--- config.mk ---
export PLATFORM = sky130hd
export DESIGN_NAME = grid_dimmer
export DESIGN_NICKNAME = d
export VERILOG_FILES = /design/src/rtl/gdim_pkg.sv /design/src/rtl/gdim_slot_counter.sv /design/src/rtl/gdim_setting_latch.sv /design/src/rtl/gdim_gate.sv /design/src/rtl/grid_dimmer.sv
export SDC_FILE = /design/constraint.sdc
export NUM_CORES = 1
export LEC_CHECK = 0
export BUFFER_PORTS_ARGS = -buffer_cell sky130_fd_sc_hd__buf_2
export CAP_MARGIN = 5
export CORE_AREA = 2 2 39 41
export CTS_BUF_LIST = sky130_fd_sc_hd__clkbuf_2
export DETAILED_ROUTE_END_ITERATION = 10
export DIE_AREA = 0 0 41 43
export PLACE_DENSITY_LB_ADDON = 0.25
export SKIP_CTS_REPAIR_TIMING = 1
export SLEW_MARGIN = 20
export SYNTH_ARGS = -nofsm -noshare
export SYNTH_HDL_FRONTEND = slang
export SYNTH_SLANG_ARGS = --single-unit
--- constraint.sdc ---
create_clock -name clk -period 2.42 [get_ports clk]
set_input_delay 0.484 -clock clk [delete_from_list [all_inputs] [get_ports clk]]
set_output_delay 0.484 -clock clk [all_outputs]
set_load 0.02 [all_outputs]
--- src/rtl/gdim_pkg.sv ---
package gdim_pkg;
    localparam int CODE_W  = 3;
    localparam int BASE_W  = 4;   // sixteenths resolution of the step table

    // active width of each brightness step in sixteenths of a period
    function automatic logic [BASE_W:0] step_sixteenths(input logic [CODE_W-1:0] code);
        logic [BASE_W:0] w;
        case (code)
            3'd0:    w = 5'd1;
            3'd1:    w = 5'd2;
            3'd2:    w = 5'd4;
            3'd3:    w = 5'd10;
            3'd4:    w = 5'd11;
            3'd5:    w = 5'd12;
            3'd6:    w = 5'd13;
            default: w = 5'd14;
        endcase
        return w;
    endfunction
endpackage

--- src/rtl/gdim_slot_counter.sv ---
module gdim_slot_counter #(
    parameter int SLOT_W = 4
) (
    input  logic              clk,
    input  logic              rst,
    input  logic              tick_i,
    input  logic              start_i,
    output logic [SLOT_W-1:0] cnt_o,
    output logic              end_o,
    output logic              load_o
);
    localparam logic [SLOT_W-1:0] LAST = '1;

    typedef struct packed {
        logic [SLOT_W-1:0] cnt;
        logic              pend;
    } cnt_st_t;

    cnt_st_t st_d, st_q;
    logic    wrap;

    always_comb begin
        wrap        = tick_i && !start_i && (st_q.cnt == LAST);
        st_d        = st_q;
        st_d.pend   = wrap;
        if (start_i)
            st_d.cnt = '0;
        else if (tick_i)
            st_d.cnt = st_q.cnt + 1'b1;
    end

    always_ff @(posedge clk) begin
        if (rst) st_q <= '0;
        else     st_q <= st_d;
    end

    assign cnt_o  = st_q.cnt;
    assign end_o  = st_q.pend;
    assign load_o = start_i | wrap;

    a_r2_wrap_flag: assert property (@(posedge clk) disable iff (rst)
        (tick_i && !start_i && cnt_o == LAST) |=> (cnt_o == '0 && end_o));
    a_r7_restart: assert property (@(posedge clk) disable iff (rst)
        start_i |=> (cnt_o == '0));
    a_r8_single_pulse: assert property (@(posedge clk) disable iff (rst)
        end_o |=> !end_o);
    a_r10_hold: assert property (@(posedge clk) disable iff (rst)
        (!tick_i && !start_i) |=> $stable(cnt_o));
endmodule

--- src/rtl/gdim_setting_latch.sv ---
module gdim_setting_latch
    import gdim_pkg::*;
(
    input  logic              clk,
    input  logic              rst,
    input  logic              load_i,
    input  logic [CODE_W-1:0] code_i,
    input  logic              on_i,
    output logic [CODE_W-1:0] code_o,
    output logic              on_o
);
    typedef struct packed {
        logic [CODE_W-1:0] code;
        logic              on;
    } set_st_t;

    set_st_t st_d, st_q;

    always_comb begin
        st_d = st_q;
        if (load_i) begin
            st_d.code = code_i;
            st_d.on   = on_i;
        end
    end

    always_ff @(posedge clk) begin
        if (rst) st_q <= '0;
        else     st_q <= st_d;
    end

    assign code_o = st_q.code;
    assign on_o   = st_q.on;

    a_r5_code_held: assert property (@(posedge clk) disable iff (rst)
        !load_i |=> ($stable(code_o) && $stable(on_o)));
endmodule

--- src/rtl/gdim_gate.sv ---
module gdim_gate
    import gdim_pkg::*;
#(
    parameter int SLOT_W = 4
) (
    input  logic              clk,
    input  logic              rst,
    input  logic [SLOT_W-1:0] cnt_i,
    input  logic [CODE_W-1:0] code_i,
    input  logic              on_i,
    output logic              en_o
);
    localparam int WID_W = SLOT_W + 1;
    localparam int SCALE = SLOT_W - BASE_W;

    logic [WID_W-1:0] width;

    always_comb begin
        width = WID_W'(step_sixteenths(code_i)) << SCALE;
        en_o  = on_i && ({1'b0, cnt_i} < width);
    end

    a_r9_blanking: assert property (@(posedge clk) disable iff (rst)
        (cnt_i >= SLOT_W'((1 << SLOT_W) - 2)) |-> !en_o);
endmodule

--- src/rtl/grid_dimmer.sv ---
module grid_dimmer
    import gdim_pkg::*;
#(
    parameter int SLOT_W = 4
) (
    input  logic              clk,
    input  logic              rst,
    input  logic              slot_tick,
    input  logic              period_start,
    input  logic [CODE_W-1:0] dim_code,
    input  logic              disp_on,
    output logic              grid_en,
    output logic              period_end
);
    logic [SLOT_W-1:0] cnt;
    logic              load;
    logic [CODE_W-1:0] code_q;
    logic              on_q;

    gdim_slot_counter #(.SLOT_W(SLOT_W)) u_cnt (
        .clk     (clk),
        .rst     (rst),
        .tick_i  (slot_tick),
        .start_i (period_start),
        .cnt_o   (cnt),
        .end_o   (period_end),
        .load_o  (load)
    );

    gdim_setting_latch u_set (
        .clk    (clk),
        .rst    (rst),
        .load_i (load),
        .code_i (dim_code),
        .on_i   (disp_on),
        .code_o (code_q),
        .on_o   (on_q)
    );

    gdim_gate #(.SLOT_W(SLOT_W)) u_gate (
        .clk    (clk),
        .rst    (rst),
        .cnt_i  (cnt),
        .code_i (code_q),
        .on_i   (on_q),
        .en_o   (grid_en)
    );

    a_r6_dark_period: assert property (@(posedge clk) disable iff (rst)
        (load && !disp_on) |=> !grid_en);
    a_r4_slot0_lit: assert property (@(posedge clk) disable iff (rst)
        (period_start && disp_on) |=> grid_en);
endmodule

# ---- Word-level counts from Yosys, hierarchy flattened
# Index checks and enable logic that the tools add are counted.
dict set report classes {
  n_addsub 1
  magnitude_cmp 1
  eq_ne 7
  muxes 1
  bitwise 1
  reduce_logical 6
}
# operator n
set ops {}
lappend ops {{$pmux W4 S7} 1}
lappend ops {{$eq A3 B3 Y1 const B} 3}
lappend ops {{$eq A3 B2 Y1 const B} 2}
lappend ops {{$add A4 B1 Y4 const B} 1}
lappend ops {{$eq A4 B4 Y1 const B} 1}
lappend ops {{$lt A4 B4 Y1} 1}
lappend ops {{$eq A3 B1 Y1 const B} 1}
lappend ops {{$logic_and A1 B1 Y1} 3}
lappend ops {{$logic_not A3 Y1} 1}
lappend ops {{$reduce_or A2 Y1} 1}
lappend ops {{$logic_not A1 Y1} 1}
lappend ops {{$or A1 B1 Y1} 1}
dict set report totals {
  register_bits 9
  in_bits 8
  output_inout_bits 2
  elab_cells 21
}

# ---- Longest topological paths before layout
dict set report depth {
  depth_word 4
  depth_mapped 6
  mapped_depth_nobuf 6
}

# ---- By module
# Synthesis repeated with hierarchy kept, for this count alone.
dict set report unflattened {
  hier_cells 49
  area_unflattened_um2 504.2
}
# module n_inst cells_each area_each_um2 seq_area_each_um2
set modules_own_cells {}
lappend modules_own_cells {gdim_slot_counter 1 21 249.0 100.1}
lappend modules_own_cells {gdim_setting_latch 1 13 140.1 80.1}
lappend modules_own_cells {gdim_gate 1 15 115.1 0.0}

# ---- Worst setup path before layout
# Ideal clock, no wire load.
dict set report synth_path {
  path_type {register -> output}
  startpoint {register u_set.st_q, in the netlist u_set.code_o[2]}
  endpoint {output grid_en}
  t_arrival_ns 1.749
  required_time_ns 1.936
  slack_ns 0.187
  path_stages_with_launch 7
  path_buffers 0
  cell_sequence {dfxtp_1 nor2b_1 xnor2_1 ha_1 nand3_1 a21oi_1 nor4b_1}
}
dict set report synth_via {
  elab_chain_cells 4
  word_cells_on_any_way 10
  cone_classes {order compare: 1; eq/ne: 6; mux: 1; reduce/logical: 2}
}
# element line
set synth_rtl {}
lappend synth_rtl {{from (decl)} gdim_setting_latch.sv:17} ;# set_st_t st_d, st_q;
lappend synth_rtl {{from (signal assigned)} gdim_setting_latch.sv:29} ;# else st_q <= st_d;
lappend synth_rtl {{$eq A3 B3 Y1, or another cell as far along} gdim_pkg.sv:8} ;# case (code)
lappend synth_rtl {{$pmux W4 S7 *} gdim_pkg.sv:8}
lappend synth_rtl {{$lt A4 B4 Y1 *} gdim_gate.sv:20} ;# en_o = on_i && ({1'b0, cnt_i} < width);
lappend synth_rtl {{$logic_and A1 B1 Y1 *} gdim_gate.sv:20}
lappend synth_rtl {{to (decl)} grid_dimmer.sv:12} ;# output logic grid_en,
# Mark *: on every way between the ends. The rest lies on a longest branch, timed or not.

# ---- Final worst setup path
dict set report layout_path {
  startpoint {register u_set.st_q, in the netlist u_set.code_o[0]}
  endpoint {output grid_en}
}
# The elaborated chain is that of the path after synthesis.

==> results by group <==
Route
  • Via Count: 360
  • Vias per cell: roughly 4.8
  • Initial DRC Count: 8
  • Routed wire length: 791 um
  • Number of remaining DRC errors: 0
  • Drt wl/cell: between 10 and 15 um
  • Antenna Violating Nets Remaining: 0
  • First-pass DRT Iterations: 4

Finish
  • # fillers: approximately 150
  • Core Util, Final: 39.7%
  • Non-Filler Instances: between 70 and 80
  • Nets@finish: a little over 70
  • N_diodes: 0
  • Area Overhead vs Synth: 16.8%
  • Layout cell share with drive strength beyond 1: between 20% and 30%

Synth
  • Register area share after synthesis: about two fifths
  • Post-Syn Instances: 48
  • Syn_nets: 60
  • Synth top area cells: dfxtp_1, mux2i_1, ha_1
  • Synthesis warning total: 0
  • Post-synth top area share: around two fifths
  • Synth cell types: 17
  • Post-synth EDFFs: 0
  • Avg Synthesized Cell Area: 9.80 um^2
  • Synth top cells by count: dfxtp_1, mux2i_1, nor2_1, nor3_1, ha_1
  • Seq cells post-synth: 9
  • Cell Area, Synth: around 470 um^2
  • Asr flop ratio synth: 0%
  • Most used DFF post-synth: dfxtp_1
  • Synth area leader: dfxtp_1
  • Top-count cell post-synth: dfxtp_1

Worst setup path
  • CP Depth: 6
  • Slowest-stage cell, CP: dfxtp_1
  • Reg2reg path depth: 4
  • CP top delay family: flip-flops
  • Critical Path RT: 1.94 ns
  • Slowest stage delay, CP: around 0.43 ns
  • Crit path kind: flop to output pin
  • Maximum fanout along the worst path: 5
  • Worst setup SP type: flop
  • Critical path endpoint category: output pin
  • Critical-path cell list: mux2i_1 > ha_1 > nand3_1 > a21oi_1 > nor4b_1 > buf_2
  • Buf+Inv Stages, Crit Path: 1
  • Critical Path AT: between 1.5 and 2 ns

Floorplan
  • Std-Cell Rows: 14
  • I/O pins: 10
  • Die area: around 1800 um^2
  • Die Y: approximately 43 um
  • Chip width: 41 um
  • CORE AREA: about 1400 um^2
  • Initial Utilization: 34.0%

Pwr
  • Sw frac: around a quarter
  • Overall Power: just under 0.3 mW
  • Pwr dens: 538 nW/um^2
  • Leak pwr: between 0.2 and 0.25 nW
  • Flop pwr share: a little over half
  • Clock group share of total power: 32.9%
  • P_int: 0.217 mW
  • Combinational power share: a little over an eighth
  • Max VDD drop: 0.191 mV
  • Switching power: about 0.078 mW

STA
  • Slew margin rel.: about four fifths
  • Period utilisation layout: 92.5%
  • Final Hold Fails: 0
  • Setup violations, final: 0
  • Worst Tran Pin Value: ~0.28 ns
  • RSZ-0062 raised after global routing: no
  • Fin Setup TNS: 0 ns
  • Final Slew Violations: 0
  • Worst Clk Skew: ~0.0042 ns
  • Worst hold margin: about 0.46 ns
  • Highest achievable clock rate: roughly 0.45 GHz
  • Min cycle time layout: 2.24 ns

Hold path
  • Hold/Removal Path Class: input port to flop
  • Worst Hold Path Cells: 3

Place
  • GP Congestion: ~0.66
  • DP Cell Count: around 70
  • # port buffers: 9
  • Hpwl dp: approximately 620 um

GRT
  • Grt ovf: 0
  • Number of global-route vias before repair: 332
  • Largest net degree at the start of global routing: 10
  • Initial antenna violation count: 0
  • Global Route Usage Sum: 11.5%
  • Wire length of the first global-routing pass: about 1.3 mm

Flow run
  • Max_cap viols: 0

Clocking
  • CTS root buffer: clkbuf_2
  • H-tree Lvls: 1
  • Clock slew at reported path FFs: about 0.090 ns
  • CTS tree: yes
  • Clock buffer depth: 2
  • CTS Sinks: 9
  • Total CTS buffers: 3
  • Worst skew pair latency: about 0.25 ns

Outcome
  • Outcome: complete, no violations
## cell families (layout without fill, tap and decap cells)
| group | after synthesis | count (layout) | synth area share, % |
|---|---|---|---|
| and+or+nand+nor | 20 | 20 | 21.0 |
| AOI/OAI and AO/OA | 3 | 3 | 7.98 |
| xor gates and xnor gates | 4 | 4 | 7.45 |
| buffers and inverters | 2 | 13 | 1.86 |
| DFF | 9 | 9 | 38.3 |
| muxes | 6 | 6 | 12.8 |
| adders and majority gates | 4 | 4 | 10.6 |
## layer usage
metal | GRT usage (%) | share of wire [%] | vias to the layer above
met2 | 15.0 | 48 | 5
met1 | 14.5 | 49 | 162
met5 | 0 | 0 | -
met4 | 10.0 | 0 | 0
li1 | - | - | 193
met3 | 3.14 | 2.3 | 0
## registers in the layout (all words and copies together) (netlist names)
name	flops
u_cnt.cnt_o	4
u_set.code_o	3
u_cnt.end_o	1
u_set.on_o	1
## through the flow
stage,area [um^2],setup slack (ns)
2_1_floorplan,470,0.187
5_1_grt,549,0.0117
3_5_place_dp,527,0.437
3_3_place_gp,527,0.453
6_report,549,0.182
4_1_cts,547,0.140
## cell usage in the layout, fill, tap and decap left out, drive strengths merged
cell type,n
nand4,2
xor2,2
dfxtp,9
nor4b,1
a21oi,2
nor2b,1
clkbuf,4
mux2i,6
a41oi,1
nor2,5
nand3,2
xnor2,2
buf,9
ha,4
nor3,5
nand2b,1
nand2,3
## final timing paths
kind | startpoint | endpoint | slack, ns
worst max-delay path | u_set.code_o[0] | grid_en | 0.18
worst min-delay path | dim_code[1] | u_set.code_o[1] | 0.46
worst max register to register | u_cnt.cnt_o[0] | u_set.code_o[1] | 1.11
worst min register to register | u_set.on_o | u_set.on_o | 0.52
## worst min-delay path, stage by stage
cell	delay [ns]
buf_2	0.07
mux2i_1	0.05
nor2_1	0.07
## power by group through the flow
stage / registers, mW / clock network, mW / logic, mW
floorplan: 0.161 / 0 / 0.0289
global placement: 0.162 / 0 / 0.0391
detailed placement: 0.162 / 0 / 0.0396
CTS: 0.159 / 0.100 / 0.0398
global route: 0.160 / 0.107 / 0.0448
finish: 0.159 / 0.0971 / 0.0395
## cell type report
cell class                 count  area, um^2  share of cell area, %
tap                           16        20.0                   3.64
timing repair buffer           9        45.0                   8.20
multi-input combinational     37         284                   51.7
sequential                     9         180                   32.8
clock buffer                   4        20.0                   3.64
Power figures use the tool's default switching activity.
